$ cat config.mk
export PLATFORM = sky130hd
export DESIGN_NAME = twreg_slave
export DESIGN_NICKNAME = d
export VERILOG_FILES = /design/src/rtl/twreg_pkg.sv /design/src/rtl/twreg_line_sense.sv /design/src/rtl/twreg_regbank.sv /design/src/rtl/twreg_slave.sv
export SDC_FILE = /design/constraint.sdc
export NUM_CORES = 1
export LEC_CHECK = 0
export ABC_AREA = 1
export BUFFER_PORTS_ARGS = -buffer_cell sky130_fd_sc_hd__buf_2
export CAP_MARGIN = 20
export CORE_ASPECT_RATIO = 1.4
export CORE_MARGIN = 4
export CORE_UTILIZATION = 50
export CTS_CLUSTER_DIAMETER = 50
export DETAILED_ROUTE_END_ITERATION = 16
export PLACE_DENSITY_LB_ADDON = 0.3
export SLEW_MARGIN = 20
export SYNTH_ARGS = -nofsm -noshare
export SYNTH_HDL_FRONTEND = slang
export SYNTH_SLANG_ARGS = --single-unit
$ cat constraint.sdc
create_clock -name clk -period 4.1 [get_ports clk]
set_input_delay 1.025 -clock clk [delete_from_list [all_inputs] [get_ports clk]]
set_output_delay 1.025 -clock clk [all_outputs]
set_load 0.02 [all_outputs]
$ cat src/rtl/twreg_pkg.sv
package twreg_pkg;

    localparam int OFS_W = 7;
    localparam logic [4:0] TW_ADDR_HI = 5'b11001;
    localparam int ADDR_LO_REG = 1;
    localparam int BCOUNT_REG = 6;

    typedef enum logic [3:0] {
        ST_IDLE,
        ST_ADDR,
        ST_ADDR_ACK,
        ST_CMD,
        ST_CMD_ACK,
        ST_WDATA,
        ST_WDATA_ACK,
        ST_RDATA,
        ST_RDATA_ACK,
        ST_SKIP
    } tw_state_e;

endpackage

$ cat src/rtl/twreg_line_sense.sv
module twreg_line_sense #(
    parameter int STAGES = 2
) (
    input  logic clk,
    input  logic rst_n,
    input  logic scl_in,
    input  logic sda_in,
    output logic scl_q,
    output logic sda_q,
    output logic scl_rise,
    output logic scl_fall,
    output logic start_det,
    output logic stop_det
);

    for (genvar i = 0; i < STAGES; i++) begin : g_sync
        logic scl_r;
        logic sda_r;
        if (i == 0) begin : g_first
            always_ff @(posedge clk or negedge rst_n) begin
                if (!rst_n) begin
                    scl_r <= 1'b1;
                    sda_r <= 1'b1;
                end else begin
                    scl_r <= scl_in;
                    sda_r <= sda_in;
                end
            end
        end else begin : g_next
            always_ff @(posedge clk or negedge rst_n) begin
                if (!rst_n) begin
                    scl_r <= 1'b1;
                    sda_r <= 1'b1;
                end else begin
                    scl_r <= g_sync[i-1].scl_r;
                    sda_r <= g_sync[i-1].sda_r;
                end
            end
        end
    end

    logic scl_p;
    logic sda_p;

    assign scl_q = g_sync[STAGES-1].scl_r;
    assign sda_q = g_sync[STAGES-1].sda_r;

    always_ff @(posedge clk or negedge rst_n) begin
        if (!rst_n) begin
            scl_p <= 1'b1;
            sda_p <= 1'b1;
        end else begin
            scl_p <= scl_q;
            sda_p <= sda_q;
        end
    end

    assign scl_rise  = scl_q & ~scl_p;
    assign scl_fall  = ~scl_q & scl_p;
    assign start_det = scl_q & scl_p & sda_p & ~sda_q;
    assign stop_det  = scl_q & scl_p & ~sda_p & sda_q;

endmodule

$ cat src/rtl/twreg_regbank.sv
module twreg_regbank
    import twreg_pkg::*;
#(
    parameter int          DEPTH      = 48,
    parameter logic [7:0]  ID_BYTE    = 8'hA5,
    parameter logic [6:0]  BCOUNT_RST = 7'h30
) (
    input  logic             clk,
    input  logic             rst_n,
    input  logic             we,
    input  logic [OFS_W-1:0] waddr,
    input  logic [7:0]       wdata,
    input  logic [OFS_W-1:0] raddr,
    output logic [7:0]       rdata,
    output logic [1:0]       addr_lo,
    output logic [6:0]       bcount
);

    localparam logic [OFS_W:0] DEPTH_W = (OFS_W+1)'(DEPTH);

    logic [7:0] mem [1:DEPTH-1];

    always_ff @(posedge clk or negedge rst_n) begin
        if (!rst_n) begin
            for (int i = 1; i < DEPTH; i++) begin
                mem[i] <= (i == BCOUNT_REG) ? {BCOUNT_RST, 1'b0} : 8'h00;
            end
        end else if (we && (waddr != '0) && ({1'b0, waddr} < DEPTH_W)) begin
            mem[waddr] <= wdata;
        end
    end

    always_comb begin
        if (raddr == '0) begin
            rdata = ID_BYTE;
        end else if ({1'b0, raddr} < DEPTH_W) begin
            rdata = mem[raddr];
        end else begin
            rdata = 8'h00;
        end
    end

    assign addr_lo = mem[ADDR_LO_REG][1:0];
    assign bcount  = mem[BCOUNT_REG][7:1];

endmodule

$ cat src/rtl/twreg_slave.sv
module twreg_slave
    import twreg_pkg::*;
#(
    parameter int          DEPTH       = 48,
    parameter logic [7:0]  ID_BYTE     = 8'hA5,
    parameter logic [6:0]  BCOUNT_RST  = 7'h30,
    parameter int          SYNC_STAGES = 2
) (
    input  logic             clk,
    input  logic             rst_n,
    input  logic             scl_in,
    input  logic             sda_in,
    input  logic             wr_refuse,
    output logic             sda_oe,
    output logic             reg_we,
    output logic [OFS_W-1:0] reg_waddr,
    output logic [7:0]       reg_wdata,
    output logic             reg_re,
    output logic [OFS_W-1:0] reg_raddr
);

    localparam logic [OFS_W:0] DEPTH_W = (OFS_W+1)'(DEPTH);

    logic scl_q, sda_q, scl_rise, scl_fall, start_det, stop_det;

    twreg_line_sense #(.STAGES(SYNC_STAGES)) u_sense (
        .clk       (clk),
        .rst_n     (rst_n),
        .scl_in    (scl_in),
        .sda_in    (sda_in),
        .scl_q     (scl_q),
        .sda_q     (sda_q),
        .scl_rise  (scl_rise),
        .scl_fall  (scl_fall),
        .start_det (start_det),
        .stop_det  (stop_det)
    );

    tw_state_e        state, state_n;
    logic [3:0]       bit_cnt;
    logic [7:0]       sh;
    logic             rw_q, single_q, wr_used, ack_q, mack_q;
    logic [OFS_W-1:0] ptr;
    logic [6:0]       remain;
    logic [7:0]       rdata;
    logic [1:0]       addr_lo;
    logic [6:0]       bcount;

    twreg_regbank #(
        .DEPTH      (DEPTH),
        .ID_BYTE    (ID_BYTE),
        .BCOUNT_RST (BCOUNT_RST)
    ) u_bank (
        .clk     (clk),
        .rst_n   (rst_n),
        .we      (reg_we),
        .waddr   (reg_waddr),
        .wdata   (reg_wdata),
        .raddr   (ptr),
        .rdata   (rdata),
        .addr_lo (addr_lo),
        .bcount  (bcount)
    );

    logic byte_done, addr_match, wr_ok, more_rd;
    assign byte_done  = scl_fall && (bit_cnt == 4'd8);
    assign addr_match = (sh[7:1] == {TW_ADDR_HI, addr_lo});
    assign wr_ok      = !wr_refuse && (!single_q || !wr_used);
    assign more_rd    = (remain != 7'd0);

    // next-state logic
    always_comb begin
        state_n = state;
        if (start_det) begin
            state_n = ST_ADDR;
        end else if (stop_det) begin
            state_n = ST_IDLE;
        end else begin
            unique case (state)
                ST_IDLE:      state_n = ST_IDLE;
                ST_ADDR:      if (byte_done) state_n = addr_match ? ST_ADDR_ACK : ST_SKIP;
                ST_ADDR_ACK:  if (scl_fall) state_n = rw_q ? (more_rd ? ST_RDATA : ST_SKIP) : ST_CMD;
                ST_CMD:       if (byte_done) state_n = ST_CMD_ACK;
                ST_CMD_ACK:   if (scl_fall) state_n = ST_WDATA;
                ST_WDATA:     if (byte_done) state_n = ST_WDATA_ACK;
                ST_WDATA_ACK: if (scl_fall) state_n = ST_WDATA;
                ST_RDATA:     if (scl_fall && bit_cnt == 4'd7) state_n = ST_RDATA_ACK;
                ST_RDATA_ACK: if (scl_fall) state_n = (!mack_q && more_rd) ? ST_RDATA : ST_SKIP;
                ST_SKIP:      state_n = ST_SKIP;
                default:      state_n = ST_IDLE;
            endcase
        end
    end

    // state register
    always_ff @(posedge clk or negedge rst_n) begin
        if (!rst_n) state <= ST_IDLE;
        else        state <= state_n;
    end

    // datapath and strobes
    always_ff @(posedge clk or negedge rst_n) begin
        if (!rst_n) begin
            bit_cnt   <= '0;
            sh        <= '0;
            rw_q      <= 1'b0;
            single_q  <= 1'b0;
            wr_used   <= 1'b0;
            ack_q     <= 1'b0;
            mack_q    <= 1'b1;
            ptr       <= '0;
            remain    <= '0;
            reg_we    <= 1'b0;
            reg_waddr <= '0;
            reg_wdata <= '0;
            reg_re    <= 1'b0;
            reg_raddr <= '0;
        end else begin
            reg_we <= 1'b0;
            reg_re <= 1'b0;
            if (start_det) begin
                bit_cnt <= '0;
                sh      <= '0;
                ack_q   <= 1'b0;
            end else if (stop_det) begin
                ack_q <= 1'b0;
            end else begin
                unique case (state)
                    ST_ADDR, ST_CMD, ST_WDATA: begin
                        if (scl_rise) begin
                            sh      <= {sh[6:0], sda_q};
                            bit_cnt <= bit_cnt + 4'd1;
                        end
                        if (byte_done) begin
                            bit_cnt <= '0;
                            if (state == ST_ADDR) begin
                                if (addr_match) begin
                                    ack_q  <= 1'b1;
                                    rw_q   <= sh[0];
                                    remain <= single_q ? 7'd1 : bcount;
                                end
                            end else if (state == ST_CMD) begin
                                ack_q    <= 1'b1;
                                single_q <= sh[7];
                                ptr      <= sh[6:0];
                                wr_used  <= 1'b0;
                            end else if (wr_ok) begin
                                ack_q   <= 1'b1;
                                wr_used <= 1'b1;
                                if (!single_q) ptr <= ptr + 7'd1;
                                if ((ptr != '0) && ({1'b0, ptr} < DEPTH_W)) begin
                                    reg_we    <= 1'b1;
                                    reg_waddr <= ptr;
                                    reg_wdata <= sh;
                                end
                            end else begin
                                ack_q <= 1'b0;
                            end
                        end
                    end
                    ST_ADDR_ACK, ST_CMD_ACK, ST_WDATA_ACK, ST_RDATA_ACK: begin
                        if (state == ST_RDATA_ACK && scl_rise) mack_q <= sda_q;
                        if (scl_fall) begin
                            ack_q   <= 1'b0;
                            bit_cnt <= '0;
                            if ((state == ST_ADDR_ACK && rw_q && more_rd) ||
                                (state == ST_RDATA_ACK && !mack_q && more_rd)) begin
                                sh        <= rdata;
                                reg_re    <= 1'b1;
                                reg_raddr <= ptr;
                                remain    <= remain - 7'd1;
                                if (!single_q) ptr <= ptr + 7'd1;
                            end
                        end
                    end
                    ST_RDATA: begin
                        if (scl_fall) begin
                            if (bit_cnt == 4'd7) begin
                                bit_cnt <= '0;
                                mack_q  <= 1'b1;
                            end else begin
                                sh      <= {sh[6:0], 1'b0};
                                bit_cnt <= bit_cnt + 4'd1;
                            end
                        end
                    end
                    ST_IDLE, ST_SKIP: begin
                        bit_cnt <= '0;
                    end
                    default: bit_cnt <= '0;
                endcase
            end
        end
    end

    // output decode
    always_comb begin
        sda_oe = 1'b0;
        unique case (state)
            ST_ADDR_ACK, ST_CMD_ACK, ST_WDATA_ACK: sda_oe = ack_q;
            ST_RDATA:                              sda_oe = ~sh[7];
            default:                               sda_oe = 1'b0;
        endcase
    end

    a_r10_released_after_stop: assert property (@(posedge clk) disable iff (!rst_n)
        stop_det |=> !sda_oe);

    a_r6_drive_only_scl_low: assert property (@(posedge clk) disable iff (!rst_n)
        $rose(sda_oe) |-> !scl_q);

    a_r7_no_write_when_refused: assert property (@(posedge clk) disable iff (!rst_n)
        reg_we |-> !$past(wr_refuse));

    a_r8_id_never_written: assert property (@(posedge clk) disable iff (!rst_n)
        reg_we |-> (reg_waddr != '0));

    a_r12_write_in_range: assert property (@(posedge clk) disable iff (!rst_n)
        reg_we |-> ({1'b0, reg_waddr} < DEPTH_W));

    a_r2_silent_skip: assert property (@(posedge clk) disable iff (!rst_n)
        (state == ST_SKIP && !start_det) |=> !sda_oe);

endmodule

Word level (Yosys, flattened, before mapping) --
Index checks and enable logic that the tools add are counted.
Cells by class: add/sub/neg operators 3, $lt $le $gt $ge 5, equality and inequality tests 39, mux-type cells 82, bitwise logic cells 18, reductions and logical operators 44
Operators with widths (number):
- bitwise mux 376 bit | 1
- 2-to-1 mux 8 bit | 12
- 2-to-1 mux 7 bit | 13
- 2-to-1 mux 4 bit | 20
- binary-select mux 8 bit (select 6 bit) | 1
- demux 8 bit (select 6 bit) | 1
- != test 4 bit, second input constant | 9
- one-hot mux 4 bit (8 select lines) | 1
- one-hot mux 7 bit (2 select lines) | 2
- 2-to-1 mux 1 bit | 26
- one-hot mux 8 bit (3 select lines) | 1
- AND reduction 6 bit | 4
- AND reduction 8 bit | 3
- nonzero test 7 bit | 3
- == test 4 x 3 -> 1 bit, second input constant | 5
- != test 2 bit, second input constant | 10
- != test 3 bit, second input constant | 6
- >= comparator 8 x 7 -> 1 bit, second input constant | 2
- inverter 7 -> 8 bit | 2
- < comparator 7 x 6 -> 1 bit, second input constant | 2
- AND reduction 7 bit | 2
- logical AND 1 bit | 13
- == test 4 bit, second input constant | 3
- one-hot mux 4 bit (3 select lines) | 1
- other kinds (22) | 48
Word-level totals: flip-flop bits (word level) 441, input bits 5, output and inout bits 25, logic and storage cells 259

Logic depth before layout (Yosys ltp) --
Gate-level depths: netlist of run 1.
word-level depth 11, mapped depth 17, gate-level depth less buffers 15

By module --
Synthesis of run 1 repeated with hierarchy kept, for this count alone.
Unflattened totals: cells, all modules 2914, area total of the unflattened synthesis 21707.1 um2
By module, submodules not included:
- twreg_regbank | instances 1, cells an instance 2413, area each 17928.4 um2, seq. area each 9411.5 um2
- twreg_slave | instances 1, cells an instance 484, area each 3579.7 um2, seq. area each 1477.7 um2
- twreg_line_sense | instances 1, cells an instance 17, area each 198.9 um2, seq. area each 157.7 um2

Worst setup path after synthesis of run 1 --
No wires, ideal clock.
path kind reg-to-output, start reg state[3], end out sda_oe, arrival time 1.209 ns, required time 3.075 ns, slack 1.866 ns, stages on the path, launching flop included 6, path buffers 0, path through dfrtp_1 -> nor2_1 -> inv_1 -> nor2_1 -> inv_1 -> o22ai_1
Between the ends: longest elaborated chain between the ends 3, elaborated cells on any way between the ends 6, those cells by class eq/ne (4); mux (1); reduce/logical (1)
RTL lines:
- start: declaration | RTL line twreg_slave.sv:39 | tw_state_e state, state_n;
- start signal: assignment | RTL line twreg_slave.sv:98 | else state <= state_n;
- == test 4 x 2 -> 1 bit / == test 4 x 3 -> 1 bit (equally long branches) | RTL line twreg_slave.sv:199 | unique case (state)
- OR reduction 3 bit | RTL line twreg_slave.sv:199
- one-hot mux 1 bit (2 select lines) (*) | RTL line twreg_slave.sv:199
- end: declaration | RTL line twreg_slave.sv:14 | output logic sda_oe,
Every way passes the cells marked *; elsewhere a longest branch is shown, timed or not.

Final worst setup path of run 1 --
start reg reg_waddr[6], end reg u_bank.mem[106] in the netlist's numbering
Between the ends: longest elaborated chain between the ends 6, elaborated cells on any way between the ends 11, those cells by class order compare (3); mux (3); bitwise (1); reduce/logical (4)
RTL lines:
- start: declaration | RTL line twreg_slave.sv:16 | output logic [OFS_W-1:0] reg_waddr,
- start signal: assignment | RTL line twreg_slave.sv:153 | reg_waddr <= ptr;
- inverter 7 -> 8 bit (implied by the code) | RTL line twreg_regbank.sv:29 | mem[waddr] <= wdata;
- >= comparator 8 x 7 -> 1 bit (implied by the code) / < comparator 8 x 1 -> 1 bit (equally long branches) | RTL line twreg_regbank.sv:29
- logical AND 1 bit (implied by the code) | RTL line twreg_regbank.sv:29
- 2-to-1 mux 8 bit (implied by the code) | RTL line twreg_regbank.sv:29
- demux 8 bit (select 6 bit) | RTL line twreg_regbank.sv:29
- bitwise mux 376 bit | RTL line twreg_regbank.sv:29
- end signal: indexed assignment | RTL line twreg_regbank.sv:26 | mem[i] <= (i == BCOUNT_REG) ? {BCOUNT_RST, 1'b0} : 8'h00;
- end signal: indexed assignment | RTL line twreg_regbank.sv:29
- end: declaration | RTL line twreg_regbank.sv:21 | logic [7:0] mem [1:DEPTH-1];
Several ways; a longest one is shown, not always the timed one. A chain may end at the register's enable or synchronous reset.

==> impl_metrics.csv, run 1 <==
group,metric,value,unit
worst_setup_path,critPathKind,"flip-flop to flip-flop",
synth,synth_most_common_cell,"nand2_1",
synth,ys_warn_count,0,
route,vias_per_cell,5.69,
clocking,htreeDepth,2,
floorplan,die_h,250,um
min_path,hp-class,"flip-flop to flip-flop",
synth,yosys.area.top_type_share,51.6,%
placement,portBuffers,29,
placement,place_congestion,0.929,
route,drc,0,
cells_and_area,fin_nets,2692,
worst_setup_path,end_kind,"flip-flop",
synth,synth-main-ff-cell,"dfrtp_1",
synth,ys_ff_latch,441,
placement,dp_hpwl,39900,um
global_route,antenna_found_initial,0,
synth,netlist_instances,2742,
sta,rsz0062_at_grt,"no",
sta,relSlewSlack,27.9,%
cells_and_area,area_delta_synth_final,9.21,%
floorplan,core.rowCount,88,
sta,fmax,310,MHz
global_route,grt_max_degree,100,
floorplan,fp.coreArea,41300,sq um
synth,yosys-top-cells-count,"nand2_1 (881), o21ai_0 (534), dfrtp_1 (432)",
route,antenna_left,0,
worst_setup_path,critical_path_required,4560,ps
pwr,powerDensity,545,nW/um^2
cells_and_area,drive_above_1_share,5.71,%
sta,tightest_slew,1070,ps
route,wl_per_cell,19.3,um
global_route,overflow,0,
pwr,vdd_drop_max,0.399,mV
pwr,total_power,12.5,mW
sta,final-hold-violation-count,0,
floorplan,die_w,181,um
synth,synth_edf_count,0,
placement,place_area,21500,sq um
pwr,p_leak,10.8,nW
synth,yosysTopAreaCell,"dfrtp_1",
clocking,cts_tree,"yes",
floorplan,start_util,50.7,%
clocking,cts_root_buf,"clkbuf_16",
sta,fin_crit,3230,ps
route,dr.pass1.iters,6,
global_route,grt_pass1_vias,17600,
worst_setup_path,path_max_fanout,18,
sta,clock_skew,18.1,ps
sta,setup_tns,0,ps
sta,setup_viol,0,
cells_and_area,diodes,0,
synth,syn_area,21000,sq um
worst_setup_path,start_kind,"flip-flop",
clocking,clockBufferDepth,3,
run,drv_cap,0,
clocking,postCtsSetupBuffers,0,
synth,synth.avg_cell_area,7.64,sq um
synth,async_flop_share,100,%
sta,whs,361,ps
route,dr_total_vias,18500,
run_status,status,"finished clean",
global_route,grt_pass1_wl,99700,um
synth,synth_cell_types,38,
floorplan,die_area,45300,sq um
sta,finalMaxSlewViolations,0,
synth,synth_area_leaders,"dfrtp_1 (52%), nand2_1 (16%), o21ai_0 (13%)",
route,routed_wl,62700,um
global_route,grt.total_usage,27.4,%
worst_setup_path,crit_arrival,3690,ps
clocking,clock_latency,570,ps
clocking,clk_pin_slew,70,ps
clocking,clock_sinks,441,
floorplan,io_pins,30,
sta,finalCritPeriodShare,78.7,%
cells_and_area,postLayoutCellArea,22900,sq um
clocking,cts_resized,0,
synth,synth_nets,2753,
synth,ys_seq_area_share,52.7,%
clocking,hold_buffers,0,
clocking,numCtsBuffers,43,
route,drt_first_iter_violations,2030,
-- placed cells by master (no fill, tap or decap), types with 13 or more instances in the layout --
cell	Yosys	routed
nor3_1	17	16
nand4_1	13	13
dfrtp_1	432	430
nand3_1	121	121
nor2_1	248	248
nand2_1	881	881
o21ai_0	534	534
buf_2	3	28
clkbuf_16	0	43
clkbuf_1	158	13
o22ai_1	25	25
inv_1	198	194
buf_4	0	34
a21oi_1	29	29
-- power by group --
group / internal, mW / leakage (nW) / switching, mW
registers: 4.49 / 6.03 / 0.291
clock network: 2.23 / 0.681 / 1.72
logic: 1.05 / 4.13 / 2.69
total: 7.77 / 10.8 / 4.71
-- worst max-delay path, stage by stage (launching register included) --
cell      delay, ps
dfrtp_1         420
clkinv_1        360
o211ai_1        260
a21oi_2         470
inv_1           230
nor3_2          450
nand3_1         580
o21ai_0         350
-- cells by family after synthesis --
logic type                 Yosys count  synth area share (%)
and+or+nand+nor                   1292                  24.5
DFF                                441                  52.7
AOI/OAI and AO/OA                  617                  15.2
xor gates and xnor gates             7                 0.293
adders and majority gates            6                 0.358
muxes                                3                 0.149
buffers and inverters              376                  6.75
-- registers in the layout, indices dropped and copies added, names as in the netlist, 2 cells and up --
| register | count |
|---|---|
| u_bank.addr_lo | 2 |
| ptr | 7 |
| reg_wdata | 8 |
| reg_waddr | 7 |
| u_bank.bcount | 7 |
| u_bank.mem | 367 |
| state | 4 |
| sh | 8 |
| reg_raddr | 7 |
| remain | 7 |
| bit_cnt | 4 |
-- area by class of cell --
| type | count | area (sq um) |
|---|---|---|
| timing repair buffer | 68 | 510 |
| fill | 3839 | 18400 |
| clock inverter | 10 | 95.1 |
| tap | 540 | 676 |
| multi-input combinational | 1925 | 8490 |
| clock buffer | 68 | 1290 |
| sequential | 441 | 11100 |
| inverter | 202 | 761 |
-- per-stage QoR --
step | instances | utilization, % | worst slack (ps)
2_1_floorplan | 2742 | - | 1870
3_3_place_gp | 3176 | 52.1 | 1050
3_5_place_dp | 3176 | 52.1 | 981
4_1_cts | 3254 | 55.4 | 975
5_1_grt | 3254 | 55.4 | 624
6_report | 3254 | 55.4 | 871
-- per-layer routing --
| metal | global-route usage (%) | vias up | part of all wire, % |
|---|---|---|---|
| li1 | - | 8665 | - |
| met1 | 36.1 | 8789 | 39 |
| met2 | 44.1 | 861 | 47 |
| met3 | 4.79 | 184 | 8.1 |
| met4 | 13.4 | 0 | 5.3 |
| met5 | 0 | - | 0 |
-- path summary, 6_finish.rpt --
| path | endpoint | from | depth (start not counted) | slack, ps |
|---|---|---|---|---|
| max | u_bank.mem[106] | reg_waddr[6] | 7 | 870 |
| min | u_sense.scl_q | u_sense.g_sync[0].scl_r | 0 | 360 |
| max reg2reg | u_bank.mem[106] | reg_waddr[6] | 7 | 870 |
| min reg2reg | u_sense.scl_q | u_sense.g_sync[0].scl_r | 0 | 360 |
| max in group asynchronous | u_bank.mem[199] | rst_n | 2 | 2480 |
| min in group asynchronous | u_bank.mem[344] | rst_n | 1 | 500 |
Note: power is estimated with default switching activity, not from simulation.
==> run 2: changes to the inputs <==
- ABC_AREA: 1 -> 0
- clock period: 4.1 -> 2.85 ns (I/O delays scaled with it)
==> impl_metrics.csv, run 2 <==
group,metric,value,unit
global_route,antenna_found_initial,0,
synth,yosysTopAreaCell,"dfrtp_1",
sta,relSlewSlack,55.3,%
synth,synth_nets,1588,
clocking,clock_latency,560,ps
worst_setup_path,end_kind,"primary output",
synth,synth_area_leaders,"dfrtp_1 (52%), mux2_2 (22%), mux4_2 (6.2%)",
floorplan,die_area,45100,sq um
worst_setup_path,critical_path_required,2140,ps
clocking,clock_sinks,441,
clocking,cts_root_buf,"clkbuf_16",
worst_setup_path,critPathKind,"flip-flop to primary output",
route,vias_per_cell,6.21,
cells_and_area,reg_top3,"u_bank.mem (367), reg_wdata (8), sh (8)",
synth,synth_edf_count,0,
route,routed_wl,56100,um
cells_and_area,final_cell_mix,"dfrtp_1 (430), mux2_2 (414), buf_4 (117)",
global_route,grt.total_usage,25.0,%
clocking,clk_pin_slew,60,ps
pwr,power_frac_comb,22.2,%
sta,final-hold-violation-count,0,
sta,fin_crit,2720,ps
synth,ys_warn_count,0,
cells_and_area,fillCellCount,3265,
floorplan,die_h,250,um
cells_and_area,final_cells,2243,
synth,synth_adder_area_share,0.360,%
placement,portBuffers,29,
sta,tightest_slew,671,ps
synth,synth_top_family_by_area,"multiplexers",
pwr,p_sw_share,30.0,%
worst_setup_path,start_kind,"flip-flop",
cells_and_area,mostFrequentLayoutCell,"dfrtp_1",
synth,synthMuxAreaShare,30.7,%
worst_setup_path,crit_arrival,2010,ps
global_route,grt_use_met1,32.1,%
clocking,cts_tree,"yes",
global_route,overflow,0,
worst_setup_path,critPathMaxStageDelay,540,ps
cells_and_area,area_delta_synth_final,14.7,%
synth,async_flop_share,100,%
floorplan,io_pins,30,
worst_setup_path,cp.buffers_inverters,2,
worst_setup_path,crit_path_top_delay_cell,"dfrtp_1",
clocking,htreeDepth,2,
global_route,grt_pass1_vias,14600,
min_path,hp-class,"input pin to async pin",
cells_and_area,largest_reg_flops,367,
synth,synth_compound_area_share,6.42,%
cells_and_area,fin_nets,1679,
sta,setup_tns,0,ps
global_route,busiest_layer,"met2",
route,wl_per_cell,25.0,um
placement,dp_hpwl,38800,um
floorplan,fp.coreArea,41300,sq um
synth,synth_cell_types,70,
pwr,clockPowerShare,37.2,%
run_status,status,"finished clean",
pwr,p_leak,11.5,nW
clocking,clockBufferDepth,3,
route,dr_total_vias,13900,
placement,dp.cells,2162,
sta,finalCritPeriodShare,95.6,%
sta,rsz0062_at_grt,"no",
floorplan,core.rowCount,88,
run,drv_cap,0,
synth,synth.avg_cell_area,13.2,sq um
synth,ys_ff_latch,441,
global_route,grt_pass1_wl,88400,um
synth,yosys.area_share.simple,6.85,%
placement,place_congestion,0.961,
route,antenna_left,0,
clocking,numCtsBuffers,44,
pwr,powerDensity,689,nW/um^2
sta,setup_viol,0,
sta,finalMaxSlewViolations,0,
global_route,use_met2,42.2,%
worst_setup_path,path_cells,"buf_4, nand2_1, o22ai_1, a32oi_1, nor2_1, buf_2",
clocking,hold_buffers,0,
cells_and_area,drive_above_1_share,43.2,%
synth,synth_xor_area_share,0.126,%
synth,syn_area,20900,sq um
pwr,p_seq_share,40.5,%
synth,synth-main-ff-cell,"dfrtp_1",
worst_setup_path,crit_family,"flip-flops",
synth,netlist_instances,1577,
synth,ys_seq_area_share,52.9,%
synth,yosys.area.top_type_share,51.8,%
global_route,grtUsageMet3,3.67,%
sta,clock_skew,14.5,ps
worst_setup_path,path_max_fanout,11,
sta,fmax,367,MHz
worst_setup_path,ff2ff_path_depth,7,
clocking,postCtsSetupBuffers,0,
synth,yosys-top-cells-count,"dfrtp_1 (432), mux2_2 (414), clkbuf_1 (78), nand2_1 (78), nor2_1 (63)",
clocking,cts_resized,0,
pwr,vdd_drop_max,0.521,mV
global_route,grt_max_degree,61,
cells_and_area,regMostFlops,"u_bank.mem",
synth,synth_most_common_cell,"dfrtp_1",
pwr,p_sw,4.94,mW
route,dr.pass1.iters,5,
floorplan,die_w,181,um
worst_setup_path,cp.depth,6,
cells_and_area,diodes,0,
floorplan,start_util,50.5,%
route,drt_first_iter_violations,1006,
route,drc,0,
pwr,cell_internal_pwr,11.5,mW
-- run 2: cell types whose count changed in the layout (fill, tap and decap cells not counted), moves of 12 or more --
cell      previous run  this run
mux2_2               1       414
nand2_1            881        78
a22oi_1              9        21
nand2b_1             0        16
nor2b_1              0        16
mux2i_1              2        45
o21ai_0            534        28
nor2_1             248        63
buf_4               34       117
nand3_1            121        15
inv_1              194        17
mux4_2               0        57
-- run 2: layout make-up --
| class | count | area, sq um | area share, % |
|---|---|---|---|
| Clock inverter | 16 | 204 | 0.852 |
| Timing Repair Buffer | 160 | 1310 | 5.49 |
| Sequential cell | 441 | 11100 | 46.2 |
| Multi-Input combinational cell | 1003 | 9270 | 38.8 |
| Clock buffer | 65 | 1340 | 5.61 |
| Tap cell | 540 | 676 | 2.82 |
| Inverter | 18 | 67.6 | 0.282 |
-- run 2: routing by layer --
metal,vias up,part of all wire (%)
li1,6023,-
met1,7300,40
met2,434,50
met3,161,5.3
met4,0,5.0
met5,-,0
-- run 2: logic make-up (layout without fill, tap and decap cells) --
logic type                 count (synthesis)  count (layout)
adders and majority gates                  6               6
DFF                                      441             441
AOI/OAI and AO/OA                        198             198
xor gates and xnor gates                   3               3
buffers and inverters                    133             259
and+or+nand+nor                          280             280
muxes                                    516             516
-- run 2: per-stage QoR --
stage	setup slack, ps	power [mW]	hold WS [ps]	cell area, sq um	util, %
4_1_cts	91.8	16.6	114	23900	58.0
5_1_grt	48.9	17.1	143	23900	58.0
3_5_place_dp	252	10.4	353	22400	54.2
2_1_floorplan	195	8.81	345	20900	-
3_3_place_gp	297	10.4	351	22400	54.2
6_report	126	16.5	101	23900	58.0
-- run 2: power by group through the flow --
stage	combinational [mW]	clock (mW)	sequential, mW
after floorplan	2.24	0	6.57
after global placement	3.59	0	6.78
after detailed placement	3.62	0	6.79
after CTS	3.64	6.24	6.67
after global routing	3.89	6.49	6.69
final	3.67	6.14	6.68
-- run 2: worst paths after layout --
kind,start,end,slack (ps)
min,rst_n,state[1],100
max in group asynchronous,rst_n,u_bank.mem[145],1830
min reg2reg,u_sense.g_sync[0].sda_r,u_sense.sda_q,360
max,state[0],sda_oe,130
min in group clk,sda_in,u_sense.g_sync[0].sda_r,260
max reg2reg,state[3],reg_wdata[3],190
